**src/rtl/snpm_pkg.sv**
```systemverilog
package snpm_pkg;

    typedef enum logic [1:0] {
        PROC_SLEEP  = 2'd0,
        PROC_IDLE   = 2'd1,
        PROC_ACTIVE = 2'd2
    } proc_mode_e;

    typedef enum logic [2:0] {
        PH_REST = 3'd0,
        PH_ACQ  = 3'd1,
        PH_CALC = 3'd2,
        PH_WARM = 3'd3,
        PH_SEND = 3'd4
    } phase_e;

    typedef struct packed {
        proc_mode_e proc;
        logic       afe_pwr;
        logic       prefilt_act;
        logic       adc_act;
        logic       radio_pwr;
        logic       synth_act;
        logic       tx_en;
        logic       rx_en;
    } node_modes_t;

    function automatic node_modes_t modes_for(input phase_e ph, input logic busy);
        node_modes_t m;
        m = '{proc: PROC_SLEEP, default: 1'b0};
        case (ph)
            PH_ACQ: begin
                m.proc        = busy ? PROC_ACTIVE : PROC_IDLE;
                m.afe_pwr     = 1'b1;
                m.prefilt_act = 1'b1;
                m.adc_act     = 1'b1;
            end
            PH_CALC: m.proc = PROC_ACTIVE;
            PH_WARM: begin
                m.proc      = PROC_ACTIVE;
                m.radio_pwr = 1'b1;
                m.synth_act = 1'b1;
            end
            PH_SEND: begin
                m.proc      = PROC_IDLE;
                m.radio_pwr = 1'b1;
                m.synth_act = 1'b1;
                m.tx_en     = 1'b1;
            end
            default: m.proc = PROC_SLEEP;
        endcase
        return m;
    endfunction

endpackage

```
**src/rtl/snpm_acq_ctr.sv**
```systemverilog
module snpm_acq_ctr #(
    parameter int SAMPLES = 1024
) (
    input  logic clk,
    input  logic rst,
    input  logic clear,
    input  logic acq,
    input  logic tick,
    input  logic ack,
    output logic last_o,
    output logic strobe_o,
    output logic busy_o
);
    localparam int CW = $clog2(SAMPLES + 1);
    localparam logic [CW-1:0] LAST = CW'(SAMPLES - 1);

    logic [CW-1:0] cnt_q;
    logic          take;

    assign take   = acq && tick;
    assign last_o = take && (cnt_q == LAST);

    always_ff @(posedge clk) begin
        if (rst || clear) begin
            cnt_q    <= '0;
            strobe_o <= 1'b0;
            busy_o   <= 1'b0;
        end else begin
            strobe_o <= take;
            if (take) begin
                cnt_q  <= cnt_q + 1'b1;
                busy_o <= 1'b1;
            end else if (ack) begin
                busy_o <= 1'b0;
            end
        end
    end
endmodule

```
**src/rtl/snpm_warm_timer.sv**
```systemverilog
module snpm_warm_timer #(
    parameter int WARM_W = 8
) (
    input  logic              clk,
    input  logic              rst,
    input  logic              load,
    input  logic [WARM_W-1:0] load_val,
    input  logic              run,
    output logic              done_o
);
    logic [WARM_W-1:0] cnt_q;

    assign done_o = (cnt_q <= WARM_W'(1));

    always_ff @(posedge clk) begin
        if (rst) begin
            cnt_q <= '0;
        end else if (load) begin
            cnt_q <= load_val;
        end else if (run && (cnt_q != '0)) begin
            cnt_q <= cnt_q - 1'b1;
        end
    end
endmodule

```
**src/rtl/snpm_mode_decode.sv**
```systemverilog
module snpm_mode_decode
    import snpm_pkg::*;
(
    input  phase_e      phase,
    input  logic        busy,
    output node_modes_t modes
);
    always_comb modes = modes_for(phase, busy);
endmodule

```
**src/rtl/node_power_seq.sv**
```systemverilog
module node_power_seq
    import snpm_pkg::*;
#(
    parameter int SAMPLES   = 1024,
    parameter int WARM_W    = 8,
    parameter int PA_LEVELS = 6,
    localparam int PA_W     = $clog2(PA_LEVELS)
) (
    input  logic              clk,
    input  logic              rst,
    input  logic              wake_i,
    input  logic              abort_i,
    input  logic              tick_i,
    input  logic              svc_ack_i,
    input  logic              comp_done_i,
    input  logic              tx_done_i,
    input  logic [WARM_W-1:0] warm_cycles_i,
    input  logic [PA_W-1:0]   pa_level_i,
    output logic [1:0]        proc_mode_o,
    output logic              afe_pwr_o,
    output logic              prefilt_active_o,
    output logic              adc_active_o,
    output logic              radio_pwr_o,
    output logic              synth_active_o,
    output logic              tx_en_o,
    output logic              rx_en_o,
    output logic [PA_W-1:0]   pa_level_o,
    output logic              sample_strobe_o
);
    localparam logic [PA_W-1:0] PA_TOP = PA_W'(PA_LEVELS - 1);

    phase_e          phase_q;
    logic [PA_W-1:0] pa_q;
    logic            acq_last;
    logic            acq_busy;
    logic            warm_done;
    logic            calc_exit;
    node_modes_t     modes;

    assign calc_exit = (phase_q == PH_CALC) && comp_done_i;

    snpm_acq_ctr #(.SAMPLES(SAMPLES)) u_acq (
        .clk      (clk),
        .rst      (rst),
        .clear    (abort_i || (phase_q != PH_ACQ)),
        .acq      (phase_q == PH_ACQ),
        .tick     (tick_i),
        .ack      (svc_ack_i),
        .last_o   (acq_last),
        .strobe_o (sample_strobe_o),
        .busy_o   (acq_busy)
    );

    snpm_warm_timer #(.WARM_W(WARM_W)) u_warm (
        .clk      (clk),
        .rst      (rst),
        .load     (calc_exit),
        .load_val (warm_cycles_i),
        .run      (phase_q == PH_WARM),
        .done_o   (warm_done)
    );

    snpm_mode_decode u_dec (
        .phase (phase_q),
        .busy  (acq_busy),
        .modes (modes)
    );

    always_ff @(posedge clk) begin
        if (rst) begin
            phase_q <= PH_REST;
            pa_q    <= '0;
        end else if (abort_i) begin
            phase_q <= PH_REST;
        end else begin
            case (phase_q)
                PH_REST: if (wake_i) phase_q <= PH_ACQ;
                PH_ACQ:  if (acq_last) phase_q <= PH_CALC;
                PH_CALC: if (comp_done_i) begin
                    phase_q <= (warm_cycles_i == '0) ? PH_SEND : PH_WARM;
                    pa_q    <= (pa_level_i > PA_TOP) ? PA_TOP : pa_level_i;
                end
                PH_WARM: if (warm_done) phase_q <= PH_SEND;
                PH_SEND: if (tx_done_i) phase_q <= PH_REST;
                default: phase_q <= PH_REST;
            endcase
        end
    end

    assign proc_mode_o      = modes.proc;
    assign afe_pwr_o        = modes.afe_pwr;
    assign prefilt_active_o = modes.prefilt_act;
    assign adc_active_o     = modes.adc_act;
    assign radio_pwr_o      = modes.radio_pwr;
    assign synth_active_o   = modes.synth_act;
    assign tx_en_o          = modes.tx_en;
    assign rx_en_o          = modes.rx_en;
    assign pa_level_o       = (phase_q == PH_SEND) ? pa_q : '0;
endmodule

```
**config.mk**
```make
export PLATFORM = sky130hd
export DESIGN_NAME = node_power_seq
export DESIGN_NICKNAME = d
export VERILOG_FILES = /design/src/rtl/snpm_pkg.sv /design/src/rtl/snpm_acq_ctr.sv /design/src/rtl/snpm_warm_timer.sv /design/src/rtl/snpm_mode_decode.sv /design/src/rtl/node_power_seq.sv
export SDC_FILE = /design/constraint.sdc
export NUM_CORES = 1
export LEC_CHECK = 0
export ABC_AREA = 1
export CAP_MARGIN = 20
export CORE_UTILIZATION = 55
export CTS_BUF_LIST = sky130_fd_sc_hd__clkbuf_8
export CTS_CLUSTER_SIZE = 25
export DETAILED_ROUTE_END_ITERATION = 8
export PLACE_DENSITY = 0.93
export SYNTH_ARGS = -nofsm -noshare
export SYNTH_HDL_FRONTEND = slang
export SYNTH_HIERARCHICAL = 1
export SYNTH_SLANG_ARGS = --single-unit
```
**constraint.sdc**
```tcl
create_clock -name clk -period 3.5 [get_ports clk]
set_input_delay 1.05 -clock clk [delete_from_list [all_inputs] [get_ports clk]]
set_output_delay 1.05 -clock clk [all_outputs]
set_load 0.1 [all_outputs]
```
==> run_results.csv, run 1 <==
group,metric,value,unit
finish,diodes,0,
critical_path,end_kind,"output port",
die,die_h,59.8,µm
pwr,combinationalPowerShare,37.5,%
grt,antenna_found_initial,0,
timing,setup_viol,0,
die,core,0.00310,mm²
clock_tree,path_clk_slew,90,ps
synth,syn_area_per_cell,6.75,µm²
routing,vias_per_cell,4.97,
routing,dr.pass1.iters,4,
synth,synth_warnings,6,
critical_path,r2r-start,"phase_q[0]",
timing,slew_viol_final,0,
synth,netlist_instances,272,
grt,top_usage_layer,"met2",
finish,fill_cells,268,
pwr,clkPwrFrac,21.3,%
synth,synth_area,0.00184,mm²
pwr,irDropWorstVdd,209,µV
finish,nNetsFinal,325,
die,start_util,59.2,%
clock_tree,tritoncts,"built",
routing,route.final.wire_length,3700,µm
synth,synth_edf_count,0,
grt,grt_util_met2,42.4,%
grt,gr-usage-met1,26.5,%
grt,grt_pass1_wl,6240,µm
synth,ys_types,30,
die,die_w,59.8,µm
placed_design,preCtsSetupSlack,752,ps
routing,drc,0,
placed_design,port_buffers,30,
pwr,netSwitchingFraction,39.7,%
synth,synth_area_leaders,"dfxtp_1 (29%), nor2_1 (10%), nand2_1 (8.8%), inv_1 (8.2%), nand3_1 (4.6%)",
die,dieArea,0.00357,mm²
routing,ant_nets,0,
clock_tree,cts_resized,0,
hold_path,min_path_type,"flip-flop to flip-flop",
timing,max_freq,382,MHz
clock_tree,htreeDepth,1,
synth,synth_ff_type,"dfxtp_1",
synth,synth_top_area_cell,"dfxtp_1",
routing,drt-initial-drc-count,119,
timing,finClkSkew,5.70,ps
critical_path,worstSetupStartpointType,"flip-flop",
clock_tree,hold_buffers,0,
job,drv_cap,0,
pwr,switching_power,0.325,mW
pwr,p_leak,1.01,nW
critical_path,r2r-end,"phase_q[2]",
placed_design,place.gp.congestion,0.933,
critical_path,reg2regPathDepth,15,
grt,gr-usage-met3,2.81,%
clock_tree,clockBufferDepth,2,
timing,fin_ws,885,ps
clock_tree,cts_buffers,3,
die,io_pins,32,
pwr,intPower,0.494,mW
run_status,status,"finished, final reports clean",
timing,whs,470,ps
critical_path,cp.required,2450,ps
timing,period_share,74.7,%
synth,yosysSeqAreaShare,29.4,%
pwr,seqPwrFrac,41.3,%
finish,layout_commonest_cell,"nor2_1",
pwr,power.total,0.819,mW
die,num_rows,20,
critical_path,arrival,1560,ps
routing,vias,1713,
placed_design,dp_hpwl,2940,µm
pwr,powerDensity,377,mW/mm²
synth,synth.net_count,295,
placed_design,place_area,0.00212,mm²
timing,rsz0062_at_grt,"false",
routing,wl_per_cell,10.7,µm
clock_tree,cts.sinks,27,
timing,final_hold_viol_count,0,
critical_path,rrSetupSlack,1350,ps
finish,synthToLayoutAreaGrowth,18.2,%
critical_path,crit_type,"flip-flop to output port",
critical_path,critPathLaunch,"phase_q[0]",
grt,first_global_vias,1554,
grt,grt.overflow.total,0,
finish,final_area,0.00217,mm²
timing,tns,0,ps
finish,drive_gt1_share,18.6,%
timing,period_needed,2610,ps
synth,synth_async_sr_flop_share,0,%
critical_path,crit_fanout,11,
critical_path,crit_path_end,"pa_level_o[0]",
clock_tree,post-cts-setup-buffers,0,
clock_tree,cts_root_buf,"clkbuf_8",
grt,grt_usage,22.7,%
synth,synth-seq-cells,27,
grt,grt_start_max_net_pins,16,
synth,synth_top_area_share,29.4,%
finish,final_cell_mix,"nor2_1 (48), nand2_1 (43), inv_1 (40)",
clock_tree,clk_latency,270,ps
## stage by stage
stage	std cells	utilization (%)
after floorplan	272	-
after global placement	341	68.5
after detailed placement	341	68.5
after CTS	345	70.0
after global routing	345	70.0
final	345	70.0
## state kept, by name (all words and copies together) (netlist names)
name            count
u_acq/strobe_o      1
pa_q                3
u_acq/cnt_q        11
u_warm/cnt_q        8
phase_q             3
u_acq/busy_o        1
## worst min-delay path by stage
| stage | start | end | slack [ps] | depth (start not counted) |
|---|---|---|---|---|
| 3_3_place_gp | pa_q[1] | pa_q[1] | 450 | 2 |
| 3_5_place_dp | pa_q[2] | pa_q[2] | 460 | 2 |
| 6_report | pa_q[0] | pa_q[0] | 470 | 2 |
| 5_1_grt | pa_q[0] | pa_q[0] | 490 | 2 |
| 2_1_floorplan | pa_q[0] | pa_q[0] | 440 | 2 |
| 4_1_cts | pa_q[0] | pa_q[0] | 470 | 2 |
## cells by family (layout without fill, tap and decap cells)
family          Yosys count  count (layout)  share of synthesized area (%)
simple gates            150             150                           42.5
xor+xnor                  2               2                          0.954
compound gates           40              40                           12.8
flops                    27              27                           29.4
buf+inv                  48              77                           11.4
other cells               1               1                          0.204
fa+ha+maj                 4               4                           2.72
## cells in the mapped netlist, drive strengths merged, types with 2 or more instances
library cell / number
nand3: 20
o21bai: 2
a211oi: 2
xor2: 2
dfxtp: 27
ha: 4
buf: 5
o21ai: 18
nor2: 62
a21oi: 17
nand2: 56
inv: 42
nor3: 9
## layout make-up
cell class,instances,area (µm²),area share [%]
sequential,27,541,24.9
clock buffer,3,41.3,1.90
timing repair buffer,31,278,12.8
tap,44,55.1,2.54
inverter,42,158,7.26
multi-input combinational,197,1090,50.4
clock inverter,1,5.00,0.231
## layer usage
metal / part of all wire (%) / vias up
met2: 50 / 35
li1: - / 908
met1: 45 / 766
met3: 3.5 / 4
met4: 0.92 / 0
met5: 0 / -
## power by group through the flow
stage,Sequential (mW),Combinational (mW),Clock (mW)
finish,0.338,0.307,0.174
global route,0.340,0.333,0.194
CTS,0.338,0.307,0.180
detailed placement,0.345,0.306,0
global placement,0.345,0.301,0
floorplan,0.340,0.248,0
## worst max-delay path, cell delays in order, from the launching register on
cell,delay [ps]
dfxtp_1,460
nor2_1,260
nand2_1,150
nor2_1,130
buf_4,300
Power figures use the tool's default switching activity.
==> run 2: changes to the inputs <==
--- a/config.mk
+++ b/config.mk
@@ -7,11 +7,11 @@
 export LEC_CHECK = 0
 export ABC_AREA = 1
 export CAP_MARGIN = 20
-export CORE_UTILIZATION = 55
+export CORE_UTILIZATION = 49
 export CTS_BUF_LIST = sky130_fd_sc_hd__clkbuf_8
 export CTS_CLUSTER_SIZE = 25
 export DETAILED_ROUTE_END_ITERATION = 8
-export PLACE_DENSITY = 0.93
+export PLACE_DENSITY = 0.88
 export SYNTH_ARGS = -nofsm -noshare
 export SYNTH_HDL_FRONTEND = slang
 export SYNTH_HIERARCHICAL = 1
==> constraint.sdc (replaced) <==
create_clock -name clk -period 2.1 [get_ports clk]
set_input_delay 0.63 -clock clk [delete_from_list [all_inputs] [get_ports clk]]
set_output_delay 0.63 -clock clk [all_outputs]
set_load 0.1 [all_outputs]
==> run_results.csv, run 2 (synthesis results as in run 1) <==
group,metric,value,unit
placed_design,preCtsSetupSlack,-140,ps
die,die_h,63.2,µm
clock_tree,cts.sinks,27,
timing,tns,0,ps
grt,grt_usage,21.4,%
routing,ant_nets,0,
critical_path,end_kind,"output port",
run_status,status,"finished, final reports clean",
clock_tree,tritoncts,"built",
critical_path,rrSetupSlack,140,ps
timing,period_share,96.3,%
hold_path,min_path_type,"flip-flop to flip-flop",
clock_tree,htreeDepth,1,
timing,period_needed,2020,ps
finish,fill_cells,284,
timing,max_freq,495,MHz
critical_path,arrival,1390,ps
clock_tree,clk_latency,280,ps
finish,drive_gt1_share,23.5,%
finish,final_cell_mix,"nand2_1 (43), nor2_1 (43), inv_1 (40)",
placed_design,place.gp.congestion,0.926,
clock_tree,hold_buffers,0,
pwr,p_leak,1.09,nW
grt,grt.overflow.total,0,
routing,dr.pass1.iters,4,
grt,grt_start_max_net_pins,18,
timing,final_hold_viol_count,0,
clock_tree,path_clk_slew,100,ps
routing,vias,1765,
routing,drt-initial-drc-count,132,
placed_design,dp_hpwl,3120,µm
pwr,powerDensity,611,mW/mm²
timing,fin_ws,78.0,ps
die,num_rows,21,
finish,fin_util,69.8,%
critical_path,crit_fanout,11,
die,core,0.00347,mm²
die,io_pins,32,
die,start_util,53.0,%
grt,antenna_found_initial,0,
placed_design,port_buffers,30,
timing,finClkSkew,3.91,ps
critical_path,cp.required,1470,ps
finish,reg_top3,"u_acq/cnt_q x11, u_warm/cnt_q x8",
pwr,irDropWorstVdd,523,µV
timing,slew_viol_final,0,
clock_tree,cts_buffers,3,
timing,setup_viol,0,
finish,largest_reg_flops,11,
clock_tree,cts_root_buf,"clkbuf_8",
job,drv_cap,0,
critical_path,crit_type,"flip-flop to output port",
routing,route.final.wire_length,3970,µm
grt,grt_pass1_wl,6960,µm
finish,synthToLayoutAreaGrowth,31.9,%
timing,rsz0062_at_grt,"true",
grt,first_global_vias,1731,
routing,drc,0,
die,dieArea,0.00400,mm²
routing,vias_per_cell,4.94,
routing,wl_per_cell,11.1,µm
critical_path,worstSetupStartpointType,"flip-flop",
die,die_w,63.2,µm
finish,nNetsFinal,335,
finish,regMostFlops,"u_acq/cnt_q",
finish,diodes,0,
clock_tree,clockBufferDepth,2,
==> run 2: critical path, stage by stage (launching register included) <==
cell and delay (ps):
dfxtp_2 500, nand2_1 170, nor2_4 240, buf_12 210
==> run 2: layer usage <==
layer | global-route usage (%) | up-vias | part of all wire, %
met1 | 25.1 | 789 | 45
met4 | 4.83 | 0 | 0.66
met3 | 4.89 | 5 | 5.5
met2 | 39.1 | 46 | 49
met5 | 0 | - | 0
li1 | - | 925 | -
==> run 2: path summary, 6_finish.rpt <==
check	start	to	depth (start not counted)
hold reg to reg	pa_q[1]	pa_q[1]	2
setup / recovery	phase_q[0]	afe_pwr_o	3
hold / removal	pa_q[1]	pa_q[1]	2
setup reg to reg	phase_q[0]	phase_q[2]	15
==> run 2: timing repair <==
item,4_1_cts,5_1_grt
setup endpoints to repair,3,6
buffers inserted,0,0
resized for setup,1,2
==> run 2: area by class of cell <==
type / instances / area (µm²) / area share [%]
multi-input combinational: 197 / 1120 / 46.4
sequential: 27 / 543 / 22.4
timing repair buffer: 41 / 490 / 20.2
inverter: 42 / 158 / 6.51
tap: 46 / 57.6 / 2.38
clock buffer: 3 / 41.3 / 1.70
clock inverter: 1 / 8.76 / 0.362
==> run 2: metrics by stage <==
stage / instances / hold WS [ps] / cell area (µm²) / power (mW)
global route: 357 / 482 / 2420 / 1.57
global placement: 353 / 451 / 2360 / 1.15
detailed placement: 353 / 454 / 2360 / 1.16
CTS: 357 / 470 / 2420 / 1.48
finish: 357 / 468 / 2420 / 1.48
floorplan: 272 / 439 / 1880 / 0.994
==> run 2: power by group <==
group | internal [mW] | switching [mW] | total (mW)
sequential | 0.530 | 0.0302 | 0.560
clock | 0.139 | 0.177 | 0.317
combinational | 0.224 | 0.379 | 0.603
total | 0.894 | 0.587 | 1.48
